$ cat src/rtl/rstseq_pkg.sv
package rstseq_pkg;

    typedef enum logic [1:0] {
        CPU_WAIT_CLK = 2'd0,
        CPU_COUNT    = 2'd1,
        CPU_RELEASED = 2'd2
    } cpu_phase_e;

    typedef struct packed {
        logic wdt;
        logic sw;
    } soft_req_t;

    function automatic logic soft_any(input soft_req_t r);
        return r.wdt | r.sw;
    endfunction

endpackage

$ cat src/rtl/rstseq_por_front.sv
module rstseq_por_front #(
    parameter int STRAP_W = 4
) (
    input  logic               clk,
    input  logic               pwron_rst_n,
    input  logic [STRAP_W-1:0] strap_in,
    output logic               rst_o,
    output logic [STRAP_W-1:0] strap_q,
    output logic               strap_strobe
);
    logic sync1_q;
    logic sync2_q;
    logic rst_d;

    // assert asynchronously, release through two flops
    always_ff @(posedge clk or negedge pwron_rst_n) begin
        if (!pwron_rst_n) begin
            sync1_q <= 1'b0;
            sync2_q <= 1'b0;
        end else begin
            sync1_q <= 1'b1;
            sync2_q <= sync1_q;
        end
    end

    assign rst_o = ~sync2_q;

    always_ff @(posedge clk) begin
        rst_d <= rst_o;
        if (rst_o) strap_q <= strap_in;
    end

    assign strap_strobe = rst_d & ~rst_o;


    strap_hold_chk: assert property (@(posedge clk) disable iff (rst_o)
        !rst_o |=> $stable(strap_q));


    strobe_once_chk: assert property (@(posedge clk) disable iff (rst_o)
        strap_strobe |=> !strap_strobe);

endmodule

$ cat src/rtl/rstseq_gen_chain.sv
module rstseq_gen_chain #(
    parameter int NUM_GEN = 3
) (
    input  logic               clk,
    input  logic               rst,
    input  logic [NUM_GEN-1:0] lock,
    output logic [NUM_GEN-1:0] en_q,
    output logic               all_en
);
    for (genvar i = 0; i < NUM_GEN; i++) begin : g_stage
        logic prev_on;
        if (i == 0) begin : g_first
            assign prev_on = 1'b1;
        end else begin : g_next
            assign prev_on = en_q[i-1];
        end

        always_ff @(posedge clk) begin
            if (rst) en_q[i] <= 1'b0;
            else if (prev_on && lock[i]) en_q[i] <= 1'b1;
        end


        gen_lock_chk: assert property (@(posedge clk) disable iff (rst)
            $rose(en_q[i]) |-> $past(lock[i]));


        gen_sticky_chk: assert property (@(posedge clk) disable iff (rst)
            en_q[i] |=> en_q[i]);

        if (i > 0) begin : g_ord

            gen_order_chk: assert property (@(posedge clk) disable iff (rst)
                en_q[i] |-> en_q[i-1]);
        end
    end

    assign all_en = en_q[NUM_GEN-1];

endmodule

$ cat src/rtl/rstseq_cpu_hold.sv
module rstseq_cpu_hold
    import rstseq_pkg::*;
#(
    parameter int CPU_HOLD = 10000
) (
    input  logic clk,
    input  logic rst,
    input  logic all_en,
    output logic cpu_rst
);
    localparam int CW = $clog2(CPU_HOLD + 1);

    cpu_phase_e    phase_q;
    logic [CW-1:0] cnt_q;

    always_ff @(posedge clk) begin
        if (rst) begin
            phase_q <= CPU_WAIT_CLK;
            cnt_q   <= '0;
        end else begin
            unique case (phase_q)
                CPU_WAIT_CLK: if (all_en) begin
                    cnt_q   <= CW'(1);
                    phase_q <= (CPU_HOLD <= 1) ? CPU_RELEASED : CPU_COUNT;
                end
                CPU_COUNT: begin
                    if (cnt_q == CW'(CPU_HOLD - 1)) phase_q <= CPU_RELEASED;
                    else cnt_q <= cnt_q + CW'(1);
                end
                default: phase_q <= CPU_RELEASED;
            endcase
        end
    end

    assign cpu_rst = rst | (phase_q != CPU_RELEASED);


    cpu_hold_chk: assert property (@(posedge clk) disable iff (rst)
        !all_en |-> cpu_rst);


    cpu_cnt_range_chk: assert property (@(posedge clk) disable iff (rst)
        cnt_q <= CW'(CPU_HOLD));

endmodule

$ cat src/rtl/rstseq_bus_pulse.sv
module rstseq_bus_pulse
    import rstseq_pkg::*;
#(
    parameter int BUS_PW = 64
) (
    input  logic      clk,
    input  logic      rst,
    input  soft_req_t req,
    output logic      bus_rst_n
);
    localparam int PW_W = $clog2(BUS_PW + 1);

    logic [PW_W-1:0] left_q;

    always_ff @(posedge clk) begin
        if (rst) left_q <= '0;
        else if (soft_any(req)) left_q <= PW_W'(BUS_PW);
        else if (left_q != '0) left_q <= left_q - PW_W'(1);
    end

    assign bus_rst_n = ~(rst | (left_q != '0));


    bus_evt_chk: assert property (@(posedge clk) disable iff (rst)
        soft_any(req) |=> !bus_rst_n);


    bus_cnt_range_chk: assert property (@(posedge clk) disable iff (rst)
        left_q <= PW_W'(BUS_PW));

endmodule

$ cat src/rtl/reset_sequencer.sv
module reset_sequencer
    import rstseq_pkg::*;
#(
    parameter int NUM_GEN  = 3,
    parameter int STRAP_W  = 4,
    parameter int CPU_HOLD = 10000,
    parameter int BUS_PW   = 64
) (
    input  logic               clk,
    input  logic               pwron_rst_n,
    input  logic               wdt_rst_evt,
    input  logic               sw_rst_req,
    input  logic [STRAP_W-1:0] strap_in,
    input  logic [NUM_GEN-1:0] gen_lock,
    output logic [STRAP_W-1:0] strap_q,
    output logic               strap_strobe,
    output logic [NUM_GEN-1:0] gen_out_en,
    output logic               bus_rst_n,
    output logic               cpu_rst,
    output logic               tmr_clr
);
    logic               por_rst;
    logic [NUM_GEN-1:0] en_q;
    logic               all_en;
    soft_req_t          req;

    assign req.wdt = wdt_rst_evt;
    assign req.sw  = sw_rst_req;

    rstseq_por_front #(.STRAP_W(STRAP_W)) u_front (
        .clk          (clk),
        .pwron_rst_n  (pwron_rst_n),
        .strap_in     (strap_in),
        .rst_o        (por_rst),
        .strap_q      (strap_q),
        .strap_strobe (strap_strobe)
    );

    rstseq_gen_chain #(.NUM_GEN(NUM_GEN)) u_gens (
        .clk    (clk),
        .rst    (por_rst),
        .lock   (gen_lock),
        .en_q   (en_q),
        .all_en (all_en)
    );

    rstseq_cpu_hold #(.CPU_HOLD(CPU_HOLD)) u_cpu (
        .clk     (clk),
        .rst     (por_rst),
        .all_en  (all_en),
        .cpu_rst (cpu_rst)
    );

    rstseq_bus_pulse #(.BUS_PW(BUS_PW)) u_bus (
        .clk       (clk),
        .rst       (por_rst),
        .req       (req),
        .bus_rst_n (bus_rst_n)
    );

    // gating makes power-on assertion take effect without a clock
    assign gen_out_en = en_q & {NUM_GEN{~por_rst}};
    assign tmr_clr    = por_rst;


    soft_no_cpu_chk: assert property (@(posedge clk) disable iff (por_rst)
        (!cpu_rst && soft_any(req)) |=> !cpu_rst);

endmodule

$ cat config.mk
export PLATFORM = sky130hd
export DESIGN_NAME = reset_sequencer
export DESIGN_NICKNAME = d
export VERILOG_FILES = /design/src/rtl/rstseq_pkg.sv /design/src/rtl/rstseq_por_front.sv /design/src/rtl/rstseq_gen_chain.sv /design/src/rtl/rstseq_cpu_hold.sv /design/src/rtl/rstseq_bus_pulse.sv /design/src/rtl/reset_sequencer.sv
export SDC_FILE = /design/constraint.sdc
export NUM_CORES = 1
export LEC_CHECK = 0
export CORE_MARGIN = 2
export CORE_UTILIZATION = 35
export CTS_CLUSTER_DIAMETER = 30
export CTS_CLUSTER_SIZE = 14
export DETAILED_ROUTE_END_ITERATION = 8
export PLACE_DENSITY = 0.56
export SLEW_MARGIN = 15
export SYNTH_ARGS = -nofsm -noshare
export SYNTH_HDL_FRONTEND = slang
export SYNTH_SLANG_ARGS = --single-unit
$ cat constraint.sdc
create_clock -name clk -period 4.4 [get_ports clk]
set_input_delay 0.66 -clock clk [delete_from_list [all_inputs] [get_ports clk]]
set_output_delay 0.66 -clock clk [all_outputs]
set_load 0.05 [all_outputs]
# After elaboration in Yosys (flattened, before gate mapping)
# Cells that the tools add are included.
word_totals:
  register_bits: 33
  inputBits: 11
  output_inout_bits: 11
  word_cells: 43
op_classes:
  add_sub_neg: 2
  n_eq_ne: 6
  n_mux: 8
  bitwise_logic: 7
  n_reduce_logical: 9
op_table:
  columns: ["op", "n"]
  rows:
  - ["$mux 14", 2]
  - ["$pmux 14 s2", 1]
  - ["$add 14x1->14 const B", 1]
  - ["$eq 14x14->1 const B", 1]
  - ["$mux 7", 2]
  - ["$reduce_bool 7->1", 1]
  - ["$sub 7x1->7 const B", 1]
  - ["$ne 2x2->1 const B", 3]
  - ["$mux 2", 2]
  - ["$pmux 2 s2", 1]
  - ["$reduce_bool 2->1", 2]
  - ["$and 3x3->3", 1]
  - ["$or 1x1->1", 3]
  - ["$reduce_and 3->1", 1]
  - ["$eq 2x1->1 const B", 1]
  - ["$logic_and 1x1->1", 2]
  - ["$logic_not 2->1", 1]
  - ["$ne 2x1->1 const B", 1]
  - ["$not 1->1", 2]
  - ["$reduce_and 2->1", 1]
  - ["$reduce_or 2->1", 1]
  - ["$and 1x1->1", 1]

# Depth between registers and ports, before layout
logic_depth:
  ltp_word: 3
  mapped_depth: 5
  ltp_nobuf: 5

# By module
# A second synthesis with hierarchy kept.
hier_totals:
  cells_unflattened: 167
  area_unflattened_um2: 1554.0
modules_own_cells:
  columns: ["module", "instances", "cells_per_inst", "area_each_um2", "seq_area_each_um2"]
  rows:
  - ["rstseq_cpu_hold", 1, 104, 885.8, 320.3]
  - ["rstseq_bus_pulse", 1, 38, 337.8, 140.1]
  - ["rstseq_por_front", 1, 10, 203.9, 190.2]
  - ["rstseq_gen_chain", 1, 12, 107.6, 60.1]
  - ["reset_sequencer", 1, 3, 18.8, 0.0]

# Worst setup path after synthesis
# No wires, ideal clock.
synth_path:
  path_type: "reg2out"
  start: "reg u_front.sync2_q"
  end: "out bus_rst_n"
  arrival_ps: 1716
  required_ps: 3740
  slack_ps: 2024
  path_stages_with_launch: 3
  path_buffers: 0
  cell_sequence: "dfrtp_1 clkinv_1 nor2_1"
synth_between:
  elab_chain_len: 3
synth_lines:
  columns: ["element", "line_no", "source"]
  rows:
  - ["start, declared", "rstseq_por_front.sv:12", "logic sync2_q;"]
  - ["start signal, assigned", "rstseq_por_front.sv:22", "sync2_q <= sync1_q;"]
  - ["$not 1->1 (no line)", null, null]
  - ["named net tmr_clr", "reset_sequencer.sv:20", "output logic tmr_clr"]
  - ["$or 1x1->1", "rstseq_bus_pulse.sv:21", "assign bus_rst_n = ~(rst | (left_q != '0));"]
  - ["$not 1->1", "rstseq_bus_pulse.sv:21", null]
  - ["end, declared", "reset_sequencer.sv:18", "output logic bus_rst_n,"]
# The timed path passes the listed nets, and every way through them passes these cells.

# Worst setup path after layout
layout_path:
  start: "reg u_front.sync2_q"
  end: "out bus_rst_n"
layout_between:
  elab_chain_len: 3
layout_lines:
  columns: ["element", "line_no"]
  rows:
  - ["$not 1->1 (no line)", null]
  - ["$or 1x1->1", "rstseq_bus_pulse.sv:21"]
  - ["$not 1->1", "rstseq_bus_pulse.sv:21"]
# No other way between the ends.

==> results.yml <==
power:
  p_clk_share_pct: 36.1
  swShare_pct: 25.00
  p_leak_nw: 0.6511
  pwr-share-comb_pct: 12.9
  pwr_density_cell_nw_per_um2: 355.8
  irDropWorstVdd_uv: 200.8
  p_int_mw: 0.4771
  power.share.sequential_pct: 51.0
  p_sw_mw: 0.1591
critical_path:
  r2r-start: "u_cpu.cnt_q[4]"
  critPathMaxFanout: 13
  crit_path_end_kind: "output pin"
  start_kind: "flip-flop"
  arrival_ns: 2.29
  crit_type: "flip-flop to output pin"
  ff2ff_setup_slack_ns: 2.70
  crit_required_ns: 3.74
  critPathLaunch: "u_front.sync2_q"
die:
  core_sq_um: 3971
  boundaryPins: 22
  core.rowCount: 23
  die_height_microns: 68.12
  initial_core_util_pct: 36.23
  die_area_sq_um: 4640
  die_w_microns: 68.12
yosys:
  synth_ff_type: "dfxtp_1"
  synth-edff-count: 4
  async_flop_share_pct: 6.061
  ys_seq_elements: 33
  syn-cell-area_sq_um: 1439
  netlist.area_leader.share_pct: 37.57
  yosysWarnings: 0
  syn_inst: 154
  synth_top_area_cell: "dfxtp_1"
  synth-seq-area-share_pct: 49.39
  syn-num-nets: 168
  synthTopCellsByArea: "dfxtp_1 (38%), edfxtp_1 (8.3%), nor2_1 (6.5%)"
  avgSynthCellArea_sq_um: 9.343
  ys_types: 41
routing:
  num_vias: 1146
  avgRoutedWirePerCell_microns: 12.27
  via_per_inst: 4.983
  wirelength_mm: 2.822
  drt_iter0_markers: 66
  drc_errors: 0
  detail-route-antenna-nets: 0
  drt_pass1_iterations: 4
timing:
  min_period_ns: 2.953
  finalHoldViolCount: 0
  whs_ns: 0.3548
  slew_headroom_pct: 53.49
  fin_setup_tns_ns: 0
  rsz0062_at_grt: "false"
  clock.fmax_mhz: 338.7
  finalSetupViolations: 0
  tightest_slew_ns: 0.6929
  period_share_pct: 67.10
  slew_violations: 0
  skew_ns: 0.006634
placed_design:
  gp_congestion: 0.8161
  portBuffers: 21
  place_inst: 222
  dpl_cell_area_sq_um: 1698
  place.detailed.hpwl_mm: 2.034
final_layout:
  nNetsFinal: 193
  drive_above_1_share_pct: 6.111
  synthToLayoutAreaGrowth_pct: 24.26
  n_antenna_cell: 0
  num-fill-cells: 374
  fin_cells: 230
  final_area_sq_um: 1788
  finalCoreUtilization_pct: 45.02
flow_run:
  maxCapViolations: 0
clocking:
  cts_sinks: 33
  cts_tree: "done"
  clkLatencyLatePin_ns: 0.28
  cts_hold_buf: 0
  numCtsBuffers: 5
  postCtsResizedCells: 0
  cts-root-buf: "clkbuf_8"
  post_cts_buffers: 0
  clockBufferDepth: 2
  htreeDepth: 2
  clk_pin_slew_worst_paths_ns: 0.06
global_route:
  grt-ovfl-total: 0
  grt_pass1_vias: 1024
  grt_pass1_wl_mm: 4.671
  grt_usage_pct: 13.67
  grt_max_degree: 14
  antenna_found_initial: 0
worst_hold_path:
  min_from: "u_front.sync1_q"
  min_path_type: "flip-flop to flip-flop"
run_status:
  outcome: "finished, final reports clean"
power groups by stage:
| stage | Sequential (mW) | Clock (mW) | Combinational, mW |
|---|---|---|---|
| floorplan | 0.335 | 0 | 0.0503 |
| global placement | 0.330 | 0 | 0.0811 |
| detailed placement | 0.331 | 0 | 0.0821 |
| CTS | 0.324 | 0.236 | 0.0824 |
| global route | 0.326 | 0.253 | 0.0894 |
| finish | 0.325 | 0.230 | 0.0819 |
registers in the layout (all words and copies together), names as in the netlist:
register,cells
u_front.rst_d,1
u_cpu.cnt_q,14
u_front.strap_q,4
u_gens.g_stage.prev_on,2
u_cpu.phase_q,2
u_front.sync2_q,1
u_front.sync1_q,1
u_gens.all_en,1
u_bus.left_q,7
final cells by class:
cell class / count / area, sq um / area share, %
repair buffers: 21 / 210.2 / 11.76
multi-input cells: 114 / 699.4 / 39.12
well taps: 50 / 62.56 / 3.499
clock buffers: 8 / 90.09 / 5.039
flip-flops and latches: 33 / 710.7 / 39.75
inverters: 4 / 15.01 / 0.8398
Yosys cell counts, types with 4 or more instances:
cell and n:
dfxtp_1 27, nor4_1 7, xnor2_1 7, a21oi_1 6, nand3_1 7, and2_1 4, nor3_1 6, o21ai_0 4
nor2_1 25, nand2_1 12, edfxtp_1 4
worst max-delay path, cell delays in order (launching register included):
cell,delay (ns)
dfrtp_1,0.55
clkinv_1,0.43
nor2_1,0.21
clkdlybuf4s50_1,0.82
cells in the final DEF (no fill, tap or decap), types with 4 or more instances in the layout:
master and instances:
dfxtp_1 27, nor2_1 25, clkdlybuf4s50_1 21, nand2_1 12, nand3_1 7, nor4_1 7
xnor2_1 7, a21oi_1 6, nor3_1 6, clkbuf_8 6, and2_1 4, o21ai_0 4
edfxtp_1 4
stage by stage:
| step | setup WS [ns] | power (mW) |
|---|---|---|
| after floorplan | 2.024 | 0.3857 |
| after global placement | 1.788 | 0.4114 |
| after detailed placement | 1.755 | 0.4131 |
| after CTS | 1.437 | 0.6432 |
| after global routing | 1.276 | 0.6685 |
| final | 1.447 | 0.6362 |
final timing paths:
kind	endpoint	depth (start not counted)
max in group asynchronous	u_front.sync2_q	1
min in group asynchronous	u_front.sync1_q	1
max reg2reg	u_cpu.cnt_q[0]	4
max	bus_rst_n	3
min reg2reg	u_front.sync2_q	0
min	u_front.sync2_q	0
cell families (layout without fill, tap and decap cells):
group                    Yosys count  after routing  synth area share (%)
other                              1              1                0.2606
AND/OR/NAND/NOR                   78             78                 29.04
buffers and inverters              7             33                 1.999
flip-flops                        33             33                 49.39
AO/OA/AOI/OAI                     21             21                 9.913
XOR/XNOR                          10             10                 6.087
adder cells (fa/ha/maj)            3              3                 2.609
multiplexers                       1              1                0.6957
routing by layer:
layer	global-route usage [%]	vias up	wire, microns	part of all wire, %
li1	-	596	-	-
met1	19.43	527	1414	50
met2	18.69	21	1269	45
met3	5.428	2	118	4.2
met4	4.500	0	19	0.67
met5	0	-	0	0
Note: power is estimated with default switching activity, not from simulation.
